File: config.mk
export PLATFORM = sky130hd
export DESIGN_NAME = mbox_cmd_engine
export DESIGN_NICKNAME = d
export VERILOG_FILES = /design/src/rtl/mbox_pkg.sv /design/src/rtl/mbox_in_sync.sv /design/src/rtl/mbox_out_regs.sv /design/src/rtl/mbox_exec.sv /design/src/rtl/mbox_cmd_engine.sv
export SDC_FILE = /design/constraint.sdc
export NUM_CORES = 1
export LEC_CHECK = 0
export CAP_MARGIN = 40
export CELL_PAD_IN_SITES_DETAIL_PLACEMENT = 1
export CELL_PAD_IN_SITES_GLOBAL_PLACEMENT = 1
export CORE_MARGIN = 4
export CORE_UTILIZATION = 43
export CTS_CLUSTER_SIZE = 10
export DETAILED_ROUTE_END_ITERATION = 10
export DONT_BUFFER_PORTS = 1
export GPL_ROUTABILITY_DRIVEN = 1
export PLACE_DENSITY_LB_ADDON = 0.12
export SLEW_MARGIN = 20
export SYNTH_ARGS = -nofsm -noshare
export SYNTH_HDL_FRONTEND = slang
export SYNTH_SLANG_ARGS = --single-unit
File: constraint.sdc
create_clock -name clk -period 1.9 [get_ports clk]
set_input_delay 0.19 -clock clk [delete_from_list [all_inputs] [get_ports clk]]
set_output_delay 0.19 -clock clk [all_outputs]
set_load 0.02 [all_outputs]
File: src/rtl/mbox_pkg.sv
package mbox_pkg;
  typedef logic [7:0] byte_t;

  localparam byte_t OP_CLEAR     = 8'h00;
  localparam byte_t OP_RELAY_SET = 8'h01;
  localparam byte_t OP_RELAY_GET = 8'h02;
  localparam byte_t OP_FW_VER    = 8'h0E;
  localparam byte_t OP_HW_VER    = 8'h0F;

  localparam int unsigned CMD_IDX = 2;
  localparam int unsigned N_ARG   = 2;

  typedef enum logic [1:0] {ST_IDLE, ST_WAIT, ST_FWD} exec_st_e;

  function automatic logic op_is_remote(byte_t op);
    return (op[7:4] == 4'h2) || (op[7:4] == 4'h4);
  endfunction
endpackage

File: src/rtl/mbox_in_sync.sv
module mbox_in_sync #(
  parameter int unsigned W      = 8,
  parameter int unsigned STAGES = 2
) (
  input  logic         clk,
  input  logic         rst,
  input  logic [W-1:0] d,
  output logic [W-1:0] q
);
  logic [W-1:0] stage_q [STAGES];

  always_ff @(posedge clk) begin
    if (rst) stage_q[0] <= '0;
    else     stage_q[0] <= d;
  end

  for (genvar i = 1; i < STAGES; i++) begin : g_stage
    always_ff @(posedge clk) begin
      if (rst) stage_q[i] <= '0;
      else     stage_q[i] <= stage_q[i-1];
    end
  end

  assign q = stage_q[STAGES-1];
endmodule

File: src/rtl/mbox_out_regs.sv
module mbox_out_regs
  import mbox_pkg::*;
(
  input  logic                   clk,
  input  logic                   rst,
  input  logic                   wr_en,
  input  logic [1:0]             wr_addr,
  input  byte_t                  wr_data,
  input  logic                   busy,
  output logic [N_ARG-1:0][7:0]  arg_q,
  output logic                   start,
  output byte_t                  start_op
);
  logic accept;
  assign accept   = wr_en && !busy;
  assign start    = accept && (wr_addr == 2'(CMD_IDX));
  assign start_op = wr_data;

  for (genvar i = 0; i < N_ARG; i++) begin : g_arg
    always_ff @(posedge clk) begin
      if (rst)                                 arg_q[i] <= '0;
      else if (accept && wr_addr == 2'(i))     arg_q[i] <= wr_data;
    end
  end

  // argument bytes frozen while a command runs
  p_args_hold_r8: assert property (@(posedge clk) disable iff (rst)
    (busy && wr_en) |=> $stable(arg_q));
endmodule

File: src/rtl/mbox_exec.sv
module mbox_exec
  import mbox_pkg::*;
#(
  parameter int unsigned LATENCY    = 4,
  parameter logic [15:0] FW_VERSION = 16'h0A17,
  parameter logic [15:0] HW_VERSION = 16'h0B02
) (
  input  logic            clk,
  input  logic            rst,
  input  logic            start,
  input  byte_t           start_op,
  input  logic [15:0]     arg,
  input  byte_t           iso_s,
  input  logic            sub_ack,
  input  logic [15:0]     sub_rdata,
  output logic            busy,
  output logic            sub_req,
  output byte_t           sub_cmd,
  output logic [15:0]     sub_arg,
  output byte_t           relay_q,
  output logic [3:0][7:0] in_bytes
);
  localparam int unsigned CNT_W = (LATENCY > 1) ? $clog2(LATENCY) : 1;

  exec_st_e         state;
  logic [CNT_W-1:0] cnt;
  byte_t            op_q;
  logic             commit;

  assign commit  = ((state == ST_WAIT) && (cnt == '0)) || ((state == ST_FWD) && sub_ack);
  assign busy    = (state != ST_IDLE);
  assign sub_req = (state == ST_FWD);
  assign sub_cmd = op_q;
  assign sub_arg = arg;

  always_ff @(posedge clk) begin
    if (rst) begin
      state <= ST_IDLE;
      cnt   <= '0;
      op_q  <= '0;
    end else begin
      case (state)
        ST_IDLE: if (start) begin
          op_q <= start_op;
          if (op_is_remote(start_op)) state <= ST_FWD;
          else begin
            state <= ST_WAIT;
            cnt   <= CNT_W'(LATENCY - 1);
          end
        end
        ST_WAIT: if (cnt == '0) state <= ST_IDLE;
                 else           cnt   <= cnt - 1'b1;
        ST_FWD:  if (sub_ack)   state <= ST_IDLE;
        default: state <= ST_IDLE;
      endcase
    end
  end

  always_ff @(posedge clk) begin
    if (rst) begin
      relay_q  <= '0;
      in_bytes <= '0;
    end else if (commit) begin
      in_bytes[2] <= op_q;
      case (op_q)
        OP_CLEAR:     in_bytes[3] <= iso_s;
        OP_RELAY_SET: relay_q <= arg[7:0];
        OP_RELAY_GET: in_bytes[0] <= relay_q;
        OP_FW_VER:    {in_bytes[1], in_bytes[0]} <= FW_VERSION;
        OP_HW_VER:    {in_bytes[1], in_bytes[0]} <= HW_VERSION;
        default: if (op_is_remote(op_q)) {in_bytes[1], in_bytes[0]} <= sub_rdata;
      endcase
    end
  end

  // request held until acknowledged, code stable meanwhile
  p_req_hold_r6: assert property (@(posedge clk) disable iff (rst)
    (sub_req && !sub_ack) |=> sub_req);
  p_cmd_stable_r6: assert property (@(posedge clk) disable iff (rst)
    (sub_req && !sub_ack) |=> $stable(sub_cmd));
  // relays move only on a completing relay-set command
  p_relay_quiet_r4: assert property (@(posedge clk) disable iff (rst)
    !(commit && op_q == OP_RELAY_SET) |=> $stable(relay_q));
  // completion echoes the executed code
  p_echo_r2: assert property (@(posedge clk) disable iff (rst)
    commit |=> (in_bytes[2] == $past(op_q)));
  // no new start is accepted while busy
  p_no_restart_r8: assert property (@(posedge clk) disable iff (rst)
    busy |-> !start);
endmodule

File: src/rtl/mbox_cmd_engine.sv
module mbox_cmd_engine
  import mbox_pkg::*;
#(
  parameter int unsigned LATENCY     = 4,
  parameter int unsigned SYNC_STAGES = 2,
  parameter logic [15:0] FW_VERSION  = 16'h0A17,
  parameter logic [15:0] HW_VERSION  = 16'h0B02
) (
  input  logic        clk,
  input  logic        rst,
  input  logic        wr_en,
  input  logic [1:0]  wr_addr,
  input  logic [7:0]  wr_data,
  input  logic [1:0]  rd_addr,
  output logic [7:0]  rd_data,
  input  logic [7:0]  iso_in,
  output logic [7:0]  relay_out,
  output logic        sub_req,
  output logic [7:0]  sub_cmd,
  output logic [15:0] sub_arg,
  input  logic        sub_ack,
  input  logic [15:0] sub_rdata
);
  logic [N_ARG-1:0][7:0] arg_q;
  logic                  start, busy;
  byte_t                 start_op, iso_s;
  logic [3:0][7:0]       in_bytes;

  mbox_in_sync #(.W(8), .STAGES(SYNC_STAGES)) u_sync (
    .clk(clk), .rst(rst), .d(iso_in), .q(iso_s));

  mbox_out_regs u_out (
    .clk(clk), .rst(rst), .wr_en(wr_en), .wr_addr(wr_addr), .wr_data(wr_data),
    .busy(busy), .arg_q(arg_q), .start(start), .start_op(start_op));

  mbox_exec #(.LATENCY(LATENCY), .FW_VERSION(FW_VERSION), .HW_VERSION(HW_VERSION)) u_exec (
    .clk(clk), .rst(rst), .start(start), .start_op(start_op),
    .arg({arg_q[1], arg_q[0]}), .iso_s(iso_s), .sub_ack(sub_ack),
    .sub_rdata(sub_rdata), .busy(busy), .sub_req(sub_req), .sub_cmd(sub_cmd),
    .sub_arg(sub_arg), .relay_q(relay_out), .in_bytes(in_bytes));

  always_ff @(posedge clk) begin
    if (rst) rd_data <= '0;
    else     rd_data <= in_bytes[rd_addr];
  end
endmodule

==> flow_metrics.tcl <==
set metrics [dict create \
    crit_required_ps 2220 \
    rsz0062_at_grt "yes" \
    p_leak_nw 1.87 \
    synth-simple-area-share 0.189 \
    final_cells 512 \
    grt_overflow_total 0 \
    fin_setup_tns_ps 0 \
    post-route-min-period_ps 1860 \
    comb_power_share 0.080 \
    ioPinCount 81 \
    totalWireLength_um 9750 \
    finalCritPeriodShare 0.979 \
    design_area_um2 4480 \
    layout-drive-gt1-share 0.185 \
    first_global_vias 2845 \
    clock_power_share 0.383 \
    synth_edf_count 0 \
    io_buffers 0 \
    setup_violations 0 \
    start_util 0.452 \
    failed_checks "negative hold slack" \
    internal-power_mw 2.82 \
    power_density_nw_per_um2 835 \
    max_freq_mhz 538 \
    switchingPower_mw 0.924 \
    grt_use_total 0.197 \
    die_area_um2 9820 \
    yosysSeqAreaShare 0.516 \
    cts_root_buffer "clkbuf_8" \
    synthesis.area_um2 3570 \
    clkTransAtPathRegs_ps 100 \
    synth_area_leader_cell "dfxtp_1" \
    critPathMaxFanout 9 \
    synth_area_leaders "dfxtp_1 52%, mux2i_1 12%, nor2_1 5.8%" \
    synthesis.nets 392 \
    vias 2741 \
    r2r_start "u_exec.cnt[0]$_SDFFE_PP0P_" \
    antenna_found_initial 0 \
    hp-class "in2reg" \
    synth_ff_type "dfxtp_1" \
    drv_cap 0 \
    grt_pass1_wl_um 15100 \
    synth_compound_area_frac 0.0873 \
    whs_ps -1.16 \
    area_delta_synth_final_pct 25.6 \
    hold_start "wr_data[4]" \
    worstSetupStartpointType "flip-flop" \
    viasPerCell 5.35 \
    die_w_um 99.1 \
    seqCellArea_um2 1850 \
    seq_power_share 0.537 \
    fin_worst_skew_ps 11.6 \
    synth_mux_area_frac 0.168 \
    timing_hold_violations_final 1 \
    fp-row-count 32 \
    synth_most_common_cell "dfxtp_1" \
    dpl.cell_count 454 \
    synth.distinct_cells 40 \
    cp.arrival_ps 2180 \
    yosys.area_share.xor_xnor 0.00491 \
    slew_violations 0 \
    crit_start "u_exec.cnt[0]$_SDFFE_PP0P_" \
    drc 0 \
    synthCells 351 \
    cts_buffer_depth 2 \
    synth_area_per_cell_um2 10.2 \
    coreArea_um2 7890 \
    swShare 0.247 \
    fillerInstances 853 \
    ys.warnings.count 0 \
    tritoncts "yes" \
    detail-route-antenna-nets 0 \
    cts_made_buffers 9 \
    slew-limit-headroom 0.706 \
    drt_iter0_drc 108 \
    status "finished with violations" \
    yosys.area_share.adder 0.00351 \
    wl_per_cell_um 19.0 \
    clk_latency_ps 370 \
    multi_input_area_um2 1680 \
    ys_ff_latch 92 \
    post-route-util 0.568 \
    worstSetupPathType "reg2reg" \
    n_antenna_cell 0 \
    grt_max_degree 86 \
    dp_hpwl_um 6270 \
    htree_levels 3 \
    synth_async_sr_flop_share 0 \
    endpoint_kind "flip-flop" \
    cts_sinks 92 \
    worst_pin_slew_ps 440 \
    place_congestion 0.783 \
    dr.pass1.iters 4 \
    irDropWorstVdd_v 0.000530 \
    place_area_um2 3770 \
    netlist.area_leader.share 0.516 \
    die_y_um 99.1 \
    synth_top_family_by_area "simple AND/OR/NAND/NOR gates" \
    nets 446 \
    synth_common_cells "92 x dfxtp_1, 55 x nor2_1, 42 x mux2i_1, 26 x nand2_1, 25 x nor2b_1" \
]
[through the flow]
step	hold WS (ps)	worst slack, ps	total power [mW]
finish	-1.16	39.8	3.74
global route	13.1	-81.7	3.89
CTS	1.83	17.5	3.74
detailed placement	270	-11.3	2.24
global placement	270	74.5	2.24
floorplan	318	54.3	2.22
[kinds of logic (layout without fill, tap and decap cells)]
| kind of cell | Yosys count | in the layout |
|---|---|---|
| simple gates | 135 | 135 |
| xor+xnor | 2 | 2 |
| buf+inv | 27 | 86 |
| mux | 50 | 50 |
| compound gates | 44 | 44 |
| flops | 92 | 92 |
| fa+ha+maj | 1 | 1 |
[worst paths after layout]
check                                                         to  slack, ps  cells past startpoint
worst max-delay path            u_exec.in_bytes[18]$_SDFFE_PP0P_         40                      8
worst min-delay path              u_exec.sub_cmd[4]$_SDFFE_PP0P_         -1                      2
worst max register to register  u_exec.in_bytes[18]$_SDFFE_PP0P_         40                      8
worst min register to register   u_sync.stage_q[1][0]$_SDFF_PP0_        450                      1
[registers in the layout (all words and copies together), names as in the netlist]
| register | flops |
|---|---|
| rd_data | 8 |
| u_exec.cnt | 2 |
| u_exec.in_bytes | 32 |
| u_exec.relay_q | 8 |
| u_exec.state | 2 |
| u_exec.sub_cmd | 8 |
| u_out.arg_q | 16 |
| u_sync.stage_q | 16 |
[what timing repair did]
action	CTS	global route
endpoints found under the hold margin	92	0
gates cloned	0	3
gates resized for setup	1	19
hold buffers	32	0
pin swaps	0	3
endpoints found under the setup margin	5	26
setup buffers	0	7
[worst max-delay path, stage by stage (launching register included)]
cell and delay (ps):
dfxtp_2 360, inv_1 50, ha_1 200, nand2_1 120, a2bb2oi_2 170, buf_6 160
nand2_1 80, a21oi_2 120, dlygate4sd3_1 550
[layout make-up]
| class | count | area share |
|---|---|---|
| Multi-Input combinational cell | 232 | 0.375 |
| Inverter | 8 | 0.00670 |
| Timing Repair Buffer | 62 | 0.129 |
| Sequential cell | 92 | 0.412 |
| Clock inverter | 5 | 0.0151 |
| Tap cell | 102 | 0.0285 |
| Clock buffer | 11 | 0.0338 |
[layout by cell type (no fill, tap or decap), types with 11 or more instances in the layout]
cell type	netlist	layout
clkbuf_8	0	11
buf_4	0	24
mux2i_1	42	42
dlygate4sd3_1	0	31
nor2b_1	25	24
a21oi_1	16	14
nand2_1	26	26
dfxtp_1	92	89
nor2_1	55	55
[power groups by stage]
stage	logic [mW]	registers [mW]	clock network, mW
after CTS	0.277	2.01	1.46
final	0.299	2.01	1.43
after floorplan	0.169	2.05	0
after global routing	0.327	2.02	1.55
after global placement	0.180	2.05	0
after detailed placement	0.185	2.06	0
[layer usage]
layer | wire (um) | vias up | track usage | part of all wire
met1 | 4340 | 1340 | 0.258 | 0.44
met4 | 124 | 0 | 0.0672 | 0.013
met3 | 644 | 14 | 0.0624 | 0.066
met5 | 0 | - | 0 | 0
li1 | - | 1311 | - | -
met2 | 4640 | 76 | 0.307 | 0.48
No activity file was read; power rests on OpenSTA's default activity.
